## config.mk

```make
export PLATFORM = sky130hd
export DESIGN_NAME = txc_status_stack
export DESIGN_NICKNAME = d
export VERILOG_FILES = /design/src/rtl/txc_pkg.sv /design/src/rtl/txc_ctrl.sv /design/src/rtl/txc_store.sv /design/src/rtl/txc_flags.sv /design/src/rtl/txc_status_stack.sv
export SDC_FILE = /design/constraint.sdc
export NUM_CORES = 1
export LEC_CHECK = 0
export BUFFER_PORTS_ARGS = -buffer_cell sky130_fd_sc_hd__buf_2
export CAP_MARGIN = 20
export CORE_UTILIZATION = 55
export DETAILED_ROUTE_END_ITERATION = 10
export PLACE_DENSITY = 0.79
export SYNTH_ARGS = -nofsm -noshare
export SYNTH_HDL_FRONTEND = slang
export SYNTH_SLANG_ARGS = --single-unit
```

## constraint.sdc

```tcl
create_clock -name clk -period 3 [get_ports clk]
set_input_delay 0.75 -clock clk [delete_from_list [all_inputs] [get_ports clk]]
set_output_delay 0.75 -clock clk [all_outputs]
set_load 0.05 [all_outputs]
```

## src/rtl/txc_pkg.sv

```systemverilog
package txc_pkg;

    typedef enum logic [1:0] {
        ST_EMPTY = 2'd0,
        ST_PART  = 2'd1,
        ST_FULL  = 2'd2
    } stk_state_t;

    localparam int FLAG_W = 4;
    localparam int REC_W  = 8;
    localparam int OVF_BIT = 2;

    function automatic logic [REC_W-1:0] make_rec(input logic [FLAG_W-1:0] flags);
        return {1'b1, flags, 1'b0, 2'b00};
    endfunction

endpackage

```

## src/rtl/txc_ctrl.sv

```systemverilog
module txc_ctrl
    import txc_pkg::*;
#(
    parameter int DEPTH = 4
) (
    input  logic clk,
    input  logic rst_n,
    input  logic push_i,
    input  logic pop_i,
    input  logic flush_i,
    output logic wr_en_o,
    output logic rd_en_o,
    output logic ovf_mark_o,
    output logic empty_o
);
    localparam int CW = $clog2(DEPTH + 1);

    stk_state_t state_q, state_d;
    logic [CW-1:0] cnt_q, cnt_d;
    logic pop_ok, room;

    always_comb begin
        pop_ok     = pop_i && (state_q != ST_EMPTY);
        room       = (state_q != ST_FULL) || pop_ok;
        wr_en_o    = push_i && room && !flush_i;
        rd_en_o    = pop_ok && !flush_i;
        ovf_mark_o = push_i && !room && !flush_i;
        empty_o    = (state_q == ST_EMPTY);
    end

    always_comb begin
        state_d = state_q;
        cnt_d   = cnt_q + CW'(wr_en_o) - CW'(rd_en_o);
        unique case (state_q)
            ST_EMPTY: if (wr_en_o) state_d = (DEPTH == 1) ? ST_FULL : ST_PART;
            ST_PART: begin
                if (wr_en_o && !rd_en_o && cnt_q == CW'(DEPTH - 1)) state_d = ST_FULL;
                else if (rd_en_o && !wr_en_o && cnt_q == CW'(1))    state_d = ST_EMPTY;
            end
            ST_FULL: if (rd_en_o && !wr_en_o) state_d = (DEPTH == 1) ? ST_EMPTY : ST_PART;
            default: state_d = ST_EMPTY;
        endcase
        if (flush_i) begin
            state_d = ST_EMPTY;
            cnt_d   = '0;
        end
    end

    always_ff @(posedge clk or negedge rst_n) begin
        if (!rst_n) begin
            state_q <= ST_EMPTY;
            cnt_q   <= '0;
        end else begin
            state_q <= state_d;
            cnt_q   <= cnt_d;
        end
    end

    assert_empty_pop_R4: assert property (@(posedge clk) disable iff (!rst_n)
        (state_q == ST_EMPTY && pop_i && !push_i && !flush_i) |=> state_q == ST_EMPTY);

    assert_full_drop_R5: assert property (@(posedge clk) disable iff (!rst_n)
        (state_q == ST_FULL && push_i && !pop_i && !flush_i) |=> (state_q == ST_FULL && $stable(cnt_q)));

    assert_full_swap_R6: assert property (@(posedge clk) disable iff (!rst_n)
        (state_q == ST_FULL && push_i && pop_i && !flush_i) |-> (wr_en_o && !ovf_mark_o));

    assert_flush_R9: assert property (@(posedge clk) disable iff (!rst_n)
        flush_i |=> (state_q == ST_EMPTY && cnt_q == '0));

endmodule

```

## src/rtl/txc_store.sv

```systemverilog
module txc_store
    import txc_pkg::*;
#(
    parameter int DEPTH = 4
) (
    input  logic              clk,
    input  logic              rst_n,
    input  logic              wr_en_i,
    input  logic              rd_en_i,
    input  logic              ovf_mark_i,
    input  logic              flush_i,
    input  logic              empty_i,
    input  logic [FLAG_W-1:0] flags_i,
    output logic [REC_W-1:0]  rd_data_o
);
    localparam int PW = (DEPTH > 1) ? $clog2(DEPTH) : 1;

    logic [REC_W-1:0] mem_q [DEPTH];
    logic [PW-1:0]    wr_ptr_q, rd_ptr_q, last_idx;

    function automatic logic [PW-1:0] bump(input logic [PW-1:0] p);
        return (p == PW'(DEPTH - 1)) ? '0 : p + PW'(1);
    endfunction

    assign last_idx  = (wr_ptr_q == '0) ? PW'(DEPTH - 1) : wr_ptr_q - PW'(1);
    assign rd_data_o = empty_i ? '0 : mem_q[rd_ptr_q];

    always_ff @(posedge clk or negedge rst_n) begin
        if (!rst_n) begin
            wr_ptr_q <= '0;
            rd_ptr_q <= '0;
            for (int i = 0; i < DEPTH; i++) mem_q[i] <= '0;
        end else if (flush_i) begin
            wr_ptr_q <= '0;
            rd_ptr_q <= '0;
        end else begin
            if (wr_en_i) begin
                mem_q[wr_ptr_q] <= make_rec(flags_i);
                wr_ptr_q        <= bump(wr_ptr_q);
            end
            if (ovf_mark_i) mem_q[last_idx][OVF_BIT] <= 1'b1;
            if (rd_en_i)    rd_ptr_q <= bump(rd_ptr_q);
        end
    end

    assert_first_in_R3: assert property (@(posedge clk) disable iff (!rst_n)
        (wr_en_i && empty_i && !flush_i) |=> rd_data_o[6:3] == $past(flags_i));

    assert_ovf_mark_R5: assert property (@(posedge clk) disable iff (!rst_n)
        ovf_mark_i |=> mem_q[$past(last_idx)][OVF_BIT]);

endmodule

```

## src/rtl/txc_flags.sv

```systemverilog
module txc_flags
    import txc_pkg::*;
(
    input  logic              clk,
    input  logic              rst_n,
    input  logic              push_i,
    input  logic              flush_i,
    input  logic [FLAG_W-1:0] flags_i,
    output logic              event_o,
    output logic              need_reset_o
);
    logic fatal;
    assign fatal = flags_i[2] || flags_i[1];

    always_ff @(posedge clk or negedge rst_n) begin
        if (!rst_n) begin
            event_o      <= 1'b0;
            need_reset_o <= 1'b0;
        end else begin
            event_o <= push_i && !flush_i && (flags_i != '0);
            if (flush_i)             need_reset_o <= 1'b0;
            else if (push_i && fatal) need_reset_o <= 1'b1;
        end
    end

    assert_event_R7: assert property (@(posedge clk) disable iff (!rst_n)
        (push_i && !flush_i && flags_i != '0) |=> event_o);

    assert_no_event_R7: assert property (@(posedge clk) disable iff (!rst_n)
        (!push_i || flush_i) |=> !event_o);

    assert_sticky_R8: assert property (@(posedge clk) disable iff (!rst_n)
        (need_reset_o && !flush_i) |=> need_reset_o);

endmodule

```

## src/rtl/txc_status_stack.sv

```systemverilog
module txc_status_stack
    import txc_pkg::*;
#(
    parameter int DEPTH = 4
) (
    input  logic              clk,
    input  logic              rst_n,
    input  logic              push_i,
    input  logic [FLAG_W-1:0] push_flags_i,
    input  logic              host_wr_i,
    input  logic              tx_reset_i,
    output logic [REC_W-1:0]  host_rd_data_o,
    output logic              txc_event_o,
    output logic              need_reset_o
);
    logic wr_en, rd_en, ovf_mark, empty;

    txc_ctrl #(.DEPTH(DEPTH)) u_ctrl (
        .clk(clk), .rst_n(rst_n), .push_i(push_i), .pop_i(host_wr_i),
        .flush_i(tx_reset_i), .wr_en_o(wr_en), .rd_en_o(rd_en),
        .ovf_mark_o(ovf_mark), .empty_o(empty)
    );

    txc_store #(.DEPTH(DEPTH)) u_store (
        .clk(clk), .rst_n(rst_n), .wr_en_i(wr_en), .rd_en_i(rd_en),
        .ovf_mark_i(ovf_mark), .flush_i(tx_reset_i), .empty_i(empty),
        .flags_i(push_flags_i), .rd_data_o(host_rd_data_o)
    );

    txc_flags u_flags (
        .clk(clk), .rst_n(rst_n), .push_i(push_i), .flush_i(tx_reset_i),
        .flags_i(push_flags_i), .event_o(txc_event_o), .need_reset_o(need_reset_o)
    );

    assert_rec_shape_R1: assert property (@(posedge clk) disable iff (!rst_n)
        !empty |-> (host_rd_data_o[7] && host_rd_data_o[1:0] == 2'b00));

    assert_reset_clears_R9: assert property (@(posedge clk) disable iff (!rst_n)
        tx_reset_i |=> (host_rd_data_o == '0 && !need_reset_o));

    assert_empty_zero_R2: assert property (@(posedge clk) disable iff (!rst_n)
        (tx_reset_i && !push_i) |=> $countones(host_rd_data_o) == 0);

endmodule

```

==> reports/results.tsv, run 1 <==
stage	metric	value	unit
run_status	status	finished clean	
power	static-leakage-power	1.14	nW
clocking	cts-resized-gates	0	
die	die_h	65.3	µm
sta	worst_slack	0.329	ns
clocking	cts_tree	built	
drt	route.detailed.drc	0	
die	initial_core_util	58.9	%
synthesis	netlist_area	2200	µm²
worst_setup_path	r2r-start	u_ctrl.state_q[1]$_DFFE_PN0P_	
hold_path	hold_path_class	flip-flop to flip-flop	
clocking	htree_levels	2	
global_routing	grt_overflow	0	
sta	drv_slew	0	
die	rows	22	
clocking	cts-root-buf	clkbuf_8	
hold_path	holdCritStartpoint	u_store.mem_q[31]$_DFFE_PN0P_	
sta	min_period	2.67	ns
flow_run	cap_violations	0	
clocking	clk_latency	0.30	ns
placed_design	portBuffers	18	
power	p_total	1.37	mW
global_routing	grt_max_degree	44	
placed_design	dp_hpwl	2.69	mm
sta	finalHoldViolCount	0	
power	p_per_area	577	nW/µm²
worst_setup_path	startpoint	u_store.rd_ptr_q[0]$_DFFE_PN0P_	
sta	rsz0062_at_grt	no	
die	die-area	4260	µm²
worst_setup_path	crit_fanout	11	
worst_setup_path	crit_arrival	1.92	ns
die	fp.coreArea	3740	µm²
drt	drt_iter0_drc	70	
layout	area_growth	7.89	%
synthesis	ys_seq_elements	43	
sta	tns	0	ns
clocking	cts.sinks	43	
die	ioPinCount	19	
synthesis	syn_area_per_cell	13.7	µm²
clocking	post-cts-setup-buffers	0	
sta	setup_viol	0	
layout	drive_above_1_share	37.2	%
clocking	clk_pin_slew	0.08	ns
layout	final_nets	198	
synthesis	syn_inst	161	
clocking	cts_hold_buf	0	
synthesis	seq_area_frac_synth	48.8	%
global_routing	grt_pass1_vias	1306	
drt	wire_per_inst	16.9	µm
drt	vias	1235	
clocking	numCtsBuffers	5	
sta	fmax	0.374	GHz
sta	fin_skew	0.00672	ns
placed_design	dp_slack	0.266	ns
clocking	cts_buffer_depth	2	
synthesis	ys_types	34	
power	vdd_ir_drop_max	0.319	mV
drt	first_pass_iters	4	
drt	ant_nets	0	
drt	wl	3.86	mm
sta	worst_pin_slew	0.916	ns
global_routing	grt_pass1_wl	6.63	mm
synthesis	synth_fp_nets	180	
global_routing	antenna_found_initial	0	
die	fp.dieW	65.3	µm
global_routing	track_usage	21.4	%
placed_design	gp_congestion	0.734	
synthesis	ys_warn_count	0	
worst_setup_path	crit_type	flip-flop to output port	
worst_setup_path	end_kind	output port	
worst_setup_path	worst_ep_required_time	2.25	ns
worst_setup_path	start_kind	flip-flop	
sta	finalCritPeriodShare	89.0	%
layout	diodes	0	
sta	max-slew-margin-rel	38.9	%
drt	via_per_inst	5.42	
critical path, cell delays in order (launching register included):
cell and delay (ns):
dfrtp_1 0.68, mux4_2 0.55, nor2b_1 0.14, buf_2 0.24
cell usage after synthesis:
| cell | count | area [µm²] |
|---|---|---|
| or2_2 | 4 | 25.0 |
| nand3_1 | 2 | 10.0 |
| or2_1 | 1 | 6.26 |
| a21o_2 | 2 | 17.5 |
| inv_1 | 12 | 45.0 |
| and2_2 | 1 | 7.51 |
| o41ai_1 | 1 | 8.76 |
| mux4_2 | 8 | 180 |
| ha_1 | 9 | 113 |
| buf_2 | 1 | 5.00 |
| xor2_1 | 1 | 8.76 |
| o31a_2 | 1 | 10.0 |
| buf_6 | 5 | 56.3 |
| and2b_1 | 6 | 45.0 |
| nand4bb_1 | 1 | 11.3 |
| mux2i_1 | 2 | 20.0 |
| nand4b_1 | 1 | 8.76 |
| nor2b_1 | 9 | 56.3 |
| clkbuf_1 | 2 | 7.51 |
| or3b_2 | 1 | 8.76 |
| dfrtp_1 | 43 | 1080 |
| or3_1 | 2 | 12.5 |
| a21oi_1 | 4 | 20.0 |
| fa_1 | 1 | 20.0 |
| nand2_1 | 2 | 7.51 |
| or3b_1 | 1 | 8.76 |
| and3_4 | 4 | 45.0 |
| xnor2_1 | 1 | 8.76 |
| o41a_1 | 1 | 11.3 |
| nor2_1 | 6 | 22.5 |
| mux2_4 | 16 | 240 |
| o2bb2ai_1 | 4 | 35.0 |
| and2b_2 | 4 | 35.0 |
| o21ai_0 | 2 | 10.0 |
cell families after synthesis:
| family | after synthesis | synth area share, % |
|---|---|---|
| xor+xnor | 2 | 0.795 |
| compound gates | 15 | 5.11 |
| flops | 43 | 48.8 |
| buf+inv | 20 | 5.17 |
| simple gates | 45 | 14.1 |
| mux | 26 | 20.0 |
| fa+ha+maj | 10 | 6.02 |
where the power goes:
group          total (mW)  internal (mW)  switching, mW  leakage, nW
clock               0.363          0.163          0.200       0.0412
combinational       0.285          0.155          0.129        0.548
sequential          0.725          0.666         0.0588        0.550
final timing paths:
kind                                                       to  slack, ns  depth (start not counted)
worst max-delay path                        host_rd_data_o[4]       0.33                          3
worst max register to register      u_ctrl.cnt_q[2]$_DFF_PN0_       0.70                          9
max in group asynchronous                           async pin       1.85                          1
worst min register to register  u_store.mem_q[31]$_DFFE_PN0P_       0.48                          1
min in group asynchronous       u_store.mem_q[17]$_DFFE_PN0P_       0.59                          1
worst min-delay path            u_store.mem_q[31]$_DFFE_PN0P_       0.48                          1
layout make-up:
| type | instances | area, µm² |
|---|---|---|
| Fill cell | 299 | 1370 |
| Sequential cell | 43 | 1080 |
| Multi-Input combinational cell | 98 | 1010 |
| Timing Repair Buffer | 19 | 97.6 |
| Clock buffer | 6 | 72.6 |
| Tap cell | 48 | 60.1 |
| Inverter | 12 | 45.0 |
| Clock inverter | 2 | 12.5 |
stage by stage:
step | hold WS [ns] | util [%] | instances | instance area [µm²]
3_3_place_gp | 0.442 | 61.2 | 220 | 2290
6_report | 0.480 | 63.5 | 228 | 2380
4_1_cts | 0.476 | 63.5 | 228 | 2380
5_1_grt | 0.503 | 63.5 | 228 | 2380
3_5_place_dp | 0.457 | 61.2 | 220 | 2290
2_1_floorplan | 0.428 | - | 161 | 2200
per-layer routing:
| metal | vias up | share of wire (%) | global-route usage [%] |
|---|---|---|---|
| li1 | 587 | - | - |
| met1 | 624 | 47 | 28.1 |
| met2 | 17 | 49 | 34.0 |
| met3 | 7 | 2.9 | 5.03 |
| met4 | 0 | 1.4 | 8.70 |
| met5 | - | 0 | 0 |
cells in the final DEF, fill, tap and decap left out:
cell type / synthesis / layout
and2b_1: 6 / 6
a21o_2: 2 / 2
inv_1: 12 / 12
mux4_2: 8 / 8
buf_4: 0 / 1
mux2_4: 16 / 16
o2bb2ai_1: 4 / 4
nor2_1: 6 / 6
nor2b_1: 9 / 9
o41ai_1: 1 / 1
xnor2_1: 1 / 1
clkinv_2: 0 / 1
and2b_2: 4 / 4
buf_2: 1 / 18
o21ai_0: 2 / 2
nand4bb_1: 1 / 1
dfrtp_1: 43 / 43
nand4b_1: 1 / 1
or2_1: 1 / 1
a21oi_1: 4 / 4
or3_1: 2 / 2
and2_2: 1 / 1
clkbuf_8: 0 / 5
or3b_1: 1 / 1
fa_1: 1 / 1
and3_4: 4 / 4
ha_1: 9 / 9
clkbuf_1: 2 / 1
or3b_2: 1 / 1
mux2i_1: 2 / 2
o41a_1: 1 / 1
nand2_1: 2 / 2
or2_2: 4 / 4
xor2_1: 1 / 1
clkinvlp_4: 0 / 1
nand3_1: 2 / 2
o31a_2: 1 / 1
Power figures use the tool's default switching activity.
==> inputs of run 2 (changes only) <==
==> constraint.sdc (replaced) <==
create_clock -name clk -period 3.4 [get_ports clk]
set_input_delay 0.85 -clock clk [delete_from_list [all_inputs] [get_ports clk]]
set_output_delay 0.85 -clock clk [all_outputs]
set_load 0.05 [all_outputs]
==> run 2 against run 1 <==
Net effect: via count grew 5.7%; largest cell class unchanged; combinational power fell by 12%; critical path type unchanged; cell count decreased by 0.44%.
==> reports/results.tsv, run 2 (synthesis gave the netlist of run 1 again) <==
stage	metric	value	unit	change
clocking	cts.sinks	43		unchanged
worst_setup_path	start_kind	flip-flop		
layout	layout_commonest_cell	dfrtp_1		
sta	tns	0	ns	unchanged
sta	setup_viol	0		unchanged
power	p_total	1.36	mW	-1.0%
run_status	status	finished clean		
global_routing	grt_pass1_vias	1333		+2.1%
die	initial_core_util	58.9	%	unchanged
sta	hold_ws	0.472	ns	-0.00847 ns
die	rows	22		unchanged
die	fp.coreArea	3740	µm²	unchanged
worst_setup_path	r2r_slack	0.93	ns	+0.23 ns
die	die-area	4260	µm²	unchanged
layout	diodes	0		unchanged
worst_setup_path	slowest_delay	0.68	ns	about the same
drt	wl	3.89	mm	+0.67%
drt	via_per_inst	5.75		+6.1%
worst_setup_path	rr_endpoint	u_ctrl.cnt_q[2]$_DFF_PN0_		
hold_path	whs_path_depth	1		unchanged
power	vdd_ir_drop_max	0.250	mV	-22%
worst_setup_path	r2r-start	u_ctrl.state_q[1]$_DFFE_PN0P_		
sta	worst_pin_slew	0.964	ns	+0.0485 ns
sta	min_period	2.80	ns	
die	fp.dieW	65.3	µm	unchanged
global_routing	track_usage	21.7	%	+0.27 points
placed_design	dp_hpwl	2.69	mm	-0.14%
sta	max-slew-margin-rel	35.7	%	-3.2 points
global_routing	antenna_found_initial	0		unchanged
placed_design	portBuffers	18		unchanged
worst_setup_path	crit_arrival	1.95	ns	+0.03 ns
sta	drv_slew	0		unchanged
clocking	numCtsBuffers	5		unchanged
worst_setup_path	rr_worst_depth	9		unchanged
sta	rsz0062_at_grt	no		
hold_path	holdCritStartpoint	u_store.mem_q[15]$_DFFE_PN0P_		
worst_setup_path	crit_fanout	11		unchanged
sta	fin_skew	0.00716	ns	+0.000439 ns
global_routing	grt_pass1_wl	6.71	mm	+1.1%
clocking	post-cts-setup-buffers	0		unchanged
clocking	cts-root-buf	clkbuf_8		
clocking	htree_levels	2		unchanged
power	static-leakage-power	1.16	nW	+1.8%
layout	fillers	287		-4.0%
layout	stdcell_count	227		-0.44%
placed_design	place_area	2280	µm²	-0.33%
worst_setup_path	crit_type	flip-flop to output port		
layout	stdcell_area	2420	µm²	+1.7%
hold_path	min_to	u_store.mem_q[15]$_DFFE_PN0P_		
placed_design	dp.cells	219		-0.45%
clocking	cts_buffer_depth	2		unchanged
layout	layout_common_cells	43 x dfrtp_1, 18 x buf_2, 16 x mux2_4, 12 x inv_1		
drt	route.detailed.drc	0		unchanged
global_routing	grt_overflow	0		unchanged
clocking	clk_latency	0.30	ns	about the same
clocking	cts_tree	built		
drt	first_pass_iters	4		unchanged
sta	finalHoldViolCount	0		unchanged
placed_design	gp_congestion	0.778		+6.0%
die	die_h	65.3	µm	unchanged
layout	area_growth	9.71	%	
power	p_per_area	562	nW/µm²	-2.6%
worst_setup_path	end_kind	output port		
drt	wire_per_inst	17.1	µm	+1.1%
worst_setup_path	worstPathCellList	mux4_2 -> nor2b_1 -> buf_2		
clocking	cts-resized-gates	0		unchanged
die	ioPinCount	19		unchanged
worst_setup_path	critPathSlowestCell	dfrtp_1		
layout	final_nets	197		-0.51%
sta	worst_slack	0.603	ns	+0.273 ns
drt	ant_nets	0		unchanged
worst_setup_path	worst_ep_required_time	2.55	ns	+0.30 ns
sta	finalCritPeriodShare	82.3	%	
placed_design	dp_slack	0.468	ns	+0.202 ns
layout	post-route-util	64.6	%	+1.1 points
drt	drt_iter0_drc	84		+20%
clocking	clk_pin_slew	0.08	ns	about the same
drt	vias	1305		+5.7%
sta	fmax	0.358	GHz	
layout	drive_above_1_share	36.9	%	-0.35 points
global_routing	grt_max_degree	44		unchanged
clocking	cts_hold_buf	0		unchanged
hold_path	hold_path_class	flip-flop to flip-flop		
flow_run	cap_violations	0		unchanged
-- run 2: cell types whose count changed in the layout (fill, tap and decap cells not counted), sizes merged --
| cell | previous run | this run |
|---|---|---|
| buf | 19 | 18 |
| bufinv | 0 | 2 |
| clkinv | 1 | 0 |
| clkinvlp | 1 | 0 |
-- run 2: how the worst max path moves through the flow --
stage	start	to	slack, ns	cells after the start
floorplan	host_wr_i	u_ctrl.cnt_q[2]$_DFF_PN0_	0.71	10
global placement	host_wr_i	u_ctrl.cnt_q[2]$_DFF_PN0_	0.54	10
detailed placement	host_wr_i	u_ctrl.cnt_q[2]$_DFF_PN0_	0.47	10
CTS	u_store.rd_ptr_q[0]$_DFFE_PN0P_	host_rd_data_o[4]	0.57	3
global route	u_store.rd_ptr_q[0]$_DFFE_PN0P_	host_rd_data_o[3]	0.50	3
finish	u_store.rd_ptr_q[0]$_DFFE_PN0P_	host_rd_data_o[4]	0.60	3
-- run 2: final cells by class --
class | instances | area, µm² | area share (%)
Clock buffer | 6 | 72.6 | 3.00
Tap cell | 48 | 60.1 | 2.48
Clock inverter | 2 | 60.1 | 2.48
Multi-Input combinational cell | 98 | 1010 | 41.9
Sequential cell | 43 | 1080 | 44.5
Inverter | 12 | 45.0 | 1.86
Timing Repair Buffer | 18 | 90.1 | 3.73
-- run 2: layer usage --
layer	routed length, µm	vias to the layer above	track usage [%]
li1	-	591	-
met1	1750	688	28.4
met2	1980	19	35.3
met3	92	7	4.17
met4	68	0	8.97
met5	0	-	0
-- run 2: critical path: cells and delay by family (launching register included) --
kind          cells  cell delay (ns)
flops             1             0.68
simple gates      1             0.15
buf+inv           1             0.24
mux               1             0.58
-- run 2: where the power goes --
group / internal [mW] / switching, mW / leakage, nW
Combinational: 0.136 / 0.114 / 0.544
Clock: 0.294 / 0.175 / 0.0654
Sequential: 0.588 / 0.0525 / 0.550
==> inputs of run 3 (changes only) <==
==> constraint.sdc (replaced) <==
create_clock -name clk -period 2.86 [get_ports clk]
set_input_delay 0.715 -clock clk [delete_from_list [all_inputs] [get_ports clk]]
set_output_delay 0.715 -clock clk [all_outputs]
set_load 0.05 [all_outputs]
==> run 3 against run 2 <==
Net effect: sequential share of layout area down 0.27 points; first-iteration DRC count fell by 35%; sequential power up 19%; flip-flop and latch count did not move; core utilization is 0.40 points higher; die area is the same; cell count increased by 0.88%; worst setup slack worse by 0.40 ns; critical endpoint unchanged; largest cell class unchanged.
==> reports/results.tsv, run 3 (synthesis gave the netlist of run 1 again) <==
stage	metric	value	unit	change
run_status	status	finished clean		
drt	highest-signal-layer	met4		
layout	layout_commonest_cell	dfrtp_1		
drt	vias	1265		-3.1%
drt	wl_met2	2.02	mm	+2.0%
drt	wl	4.00	mm	+2.8%
drt	wire_per_inst	17.5	µm	+1.9%
clocking	clk_latency	0.31	ns	about the same
drt	wl_met1	1.77	mm	+0.91%
die	initial_core_util	58.9	%	unchanged
layout	diodes	0		unchanged
clocking	numCtsBuffers	5		unchanged
sta	setup_viol	0		unchanged
power	static-leakage-power	1.17	nW	+0.77%
power	p_per_area	667	nW/µm²	+19%
layout	fillers	305		+6.3%
power	vdd_ir_drop_max	0.290	mV	+16%
worst_setup_path	crit_fanout	11		unchanged
sta	fin_skew	0.00468	ns	-0.00249 ns
worst_setup_path	crit_type	flip-flop to output port		
worst_setup_path	end_kind	output port		
sta	hold_ws	0.470	ns	-0.00140 ns
sta	max-slew-margin-rel	37.8	%	+2.1 points
layout	area_growth	10.4	%	
global_routing	track_usage	22.6	%	+0.90 points
sta	drv_slew	0		unchanged
flow_run	cap_violations	0		unchanged
layout	regArea	1080	µm²	unchanged
sta	tns	0	ns	unchanged
worst_setup_path	crit_arrival	1.95	ns	about the same
global_routing	grt_max_degree	44		unchanged
clocking	clk_pin_slew	0.08	ns	about the same
layout	drive_above_1_share	37.6	%	+0.70 points
global_routing	antenna_found_initial	0		unchanged
hold_path	hold_path_class	flip-flop to flip-flop		
drt	first_pass_iters	4		unchanged
placed_design	gp_congestion	0.760		-2.4%
layout	final_nets	199		+1.0%
die	die_h	65.3	µm	unchanged
drt	via_per_inst	5.52		-3.9%
hold_path	holdCritStartpoint	u_store.mem_q[7]$_DFFE_PN0P_		
sta	min_period	2.66	ns	
sta	rsz0062_at_grt	no		
global_routing	grt_pass1_vias	1379		+3.5%
worst_setup_path	r2r-start	u_ctrl.state_q[1]$_DFFE_PN0P_		
drt	drt_iter0_drc	55		-35%
drt	wl_met3	127	µm	+38%
layout	post-route-util	65.0	%	+0.40 points
clocking	cts-root-buf	clkbuf_8		
worst_setup_path	start_kind	flip-flop		
die	ioPinCount	19		unchanged
layout	layout_common_cells	43 x dfrtp_1, 18 x buf_2, 16 x mux2_4, 12 x inv_1		
clocking	post-cts-setup-buffers	0		unchanged
layout	multi_input_area	1010	µm²	unchanged
die	die-area	4260	µm²	unchanged
global_routing	grt_pass1_wl	6.91	mm	+3.0%
die	fp.dieW	65.3	µm	unchanged
worst_setup_path	startpoint	u_store.rd_ptr_q[0]$_DFFE_PN0P_		
drt	ant_nets	0		unchanged
clocking	htree_levels	2		unchanged
worst_setup_path	worst_ep_required_time	2.14	ns	-0.41 ns
sta	worst_pin_slew	0.934	ns	-0.0308 ns
die	rows	22		unchanged
clocking	cts.sinks	43		unchanged
clocking	cts_buffer_depth	2		unchanged
clocking	cts_tree	built		
sta	finalHoldViolCount	0		unchanged
placed_design	dp_hpwl	2.77	mm	+3.0%
placed_design	portBuffers	18		unchanged
clocking	cts_hold_buf	0		unchanged
drt	route.detailed.drc	0		unchanged
die	fp.coreArea	3740	µm²	unchanged
sta	finalCritPeriodShare	93.0	%	
global_routing	grt_overflow	0		unchanged
sta	fmax	0.376	GHz	
clocking	cts-resized-gates	0		unchanged
[run 3: cell types whose count changed in the layout (fill, tap and decap cells not counted), sizes merged]
cell,change
buf,+2
[run 3: metrics by stage]
step | setup slack, ns | total power, mW | cells | area (µm²)
after CTS | 0.186 | 1.63 | 229 | 2430
after detailed placement | 0.213 | 1.07 | 221 | 2300
after floorplan | 0.304 | 0.990 | 161 | 2200
final | 0.199 | 1.62 | 229 | 2430
after global placement | 0.306 | 1.05 | 221 | 2300
after global routing | 0.107 | 1.68 | 229 | 2430
[run 3: layout make-up]
type                    count  area share, %
clock buffers               6           2.98
inverters                  12           1.85
flip-flops and latches     43           44.2
repair buffers             20           4.32
clock inverters             2           2.47
well taps                  48           2.47
multi-input cells          98           41.7
[run 3: metal layers]
layer,GRT usage [%],vias to the layer above
met5,0,-
met4,11.7,0
met3,4.69,7
met2,36.7,19
met1,28.3,651
li1,-,588
[run 3: path summary, 6_finish.rpt]
| kind | slack, ns | depth (start not counted) | end |
|---|---|---|---|
| worst max-delay path | 0.20 | 3 | host_rd_data_o[4] |
| worst min-delay path | 0.47 | 1 | u_store.mem_q[7]$_DFFE_PN0P_ |
| worst max register to register | 0.55 | 9 | u_ctrl.cnt_q[2]$_DFF_PN0_ |
| worst min register to register | 0.47 | 1 | u_store.mem_q[7]$_DFFE_PN0P_ |
| max in group asynchronous | 1.73 | 1 | u_store.mem_q[10]$_DFFE_PN0N_ |
| min in group asynchronous | 0.54 | 1 | u_store.mem_q[17]$_DFFE_PN0P_ |
[run 3: report_power, final]
part	total, mW	switching (mW)	internal [mW]	leakage (nW)
Sequential	0.762	0.0629	0.699	0.550
Clock	0.564	0.215	0.349	0.0654
Combinational	0.297	0.134	0.164	0.553
Total	1.62	0.411	1.21	1.17
[run 3: worst max-delay path: stages (launching register included)]
cell and delay (ns):
dfrtp_1 0.68, mux4_2 0.56, nor2b_1 0.15, buf_2 0.25
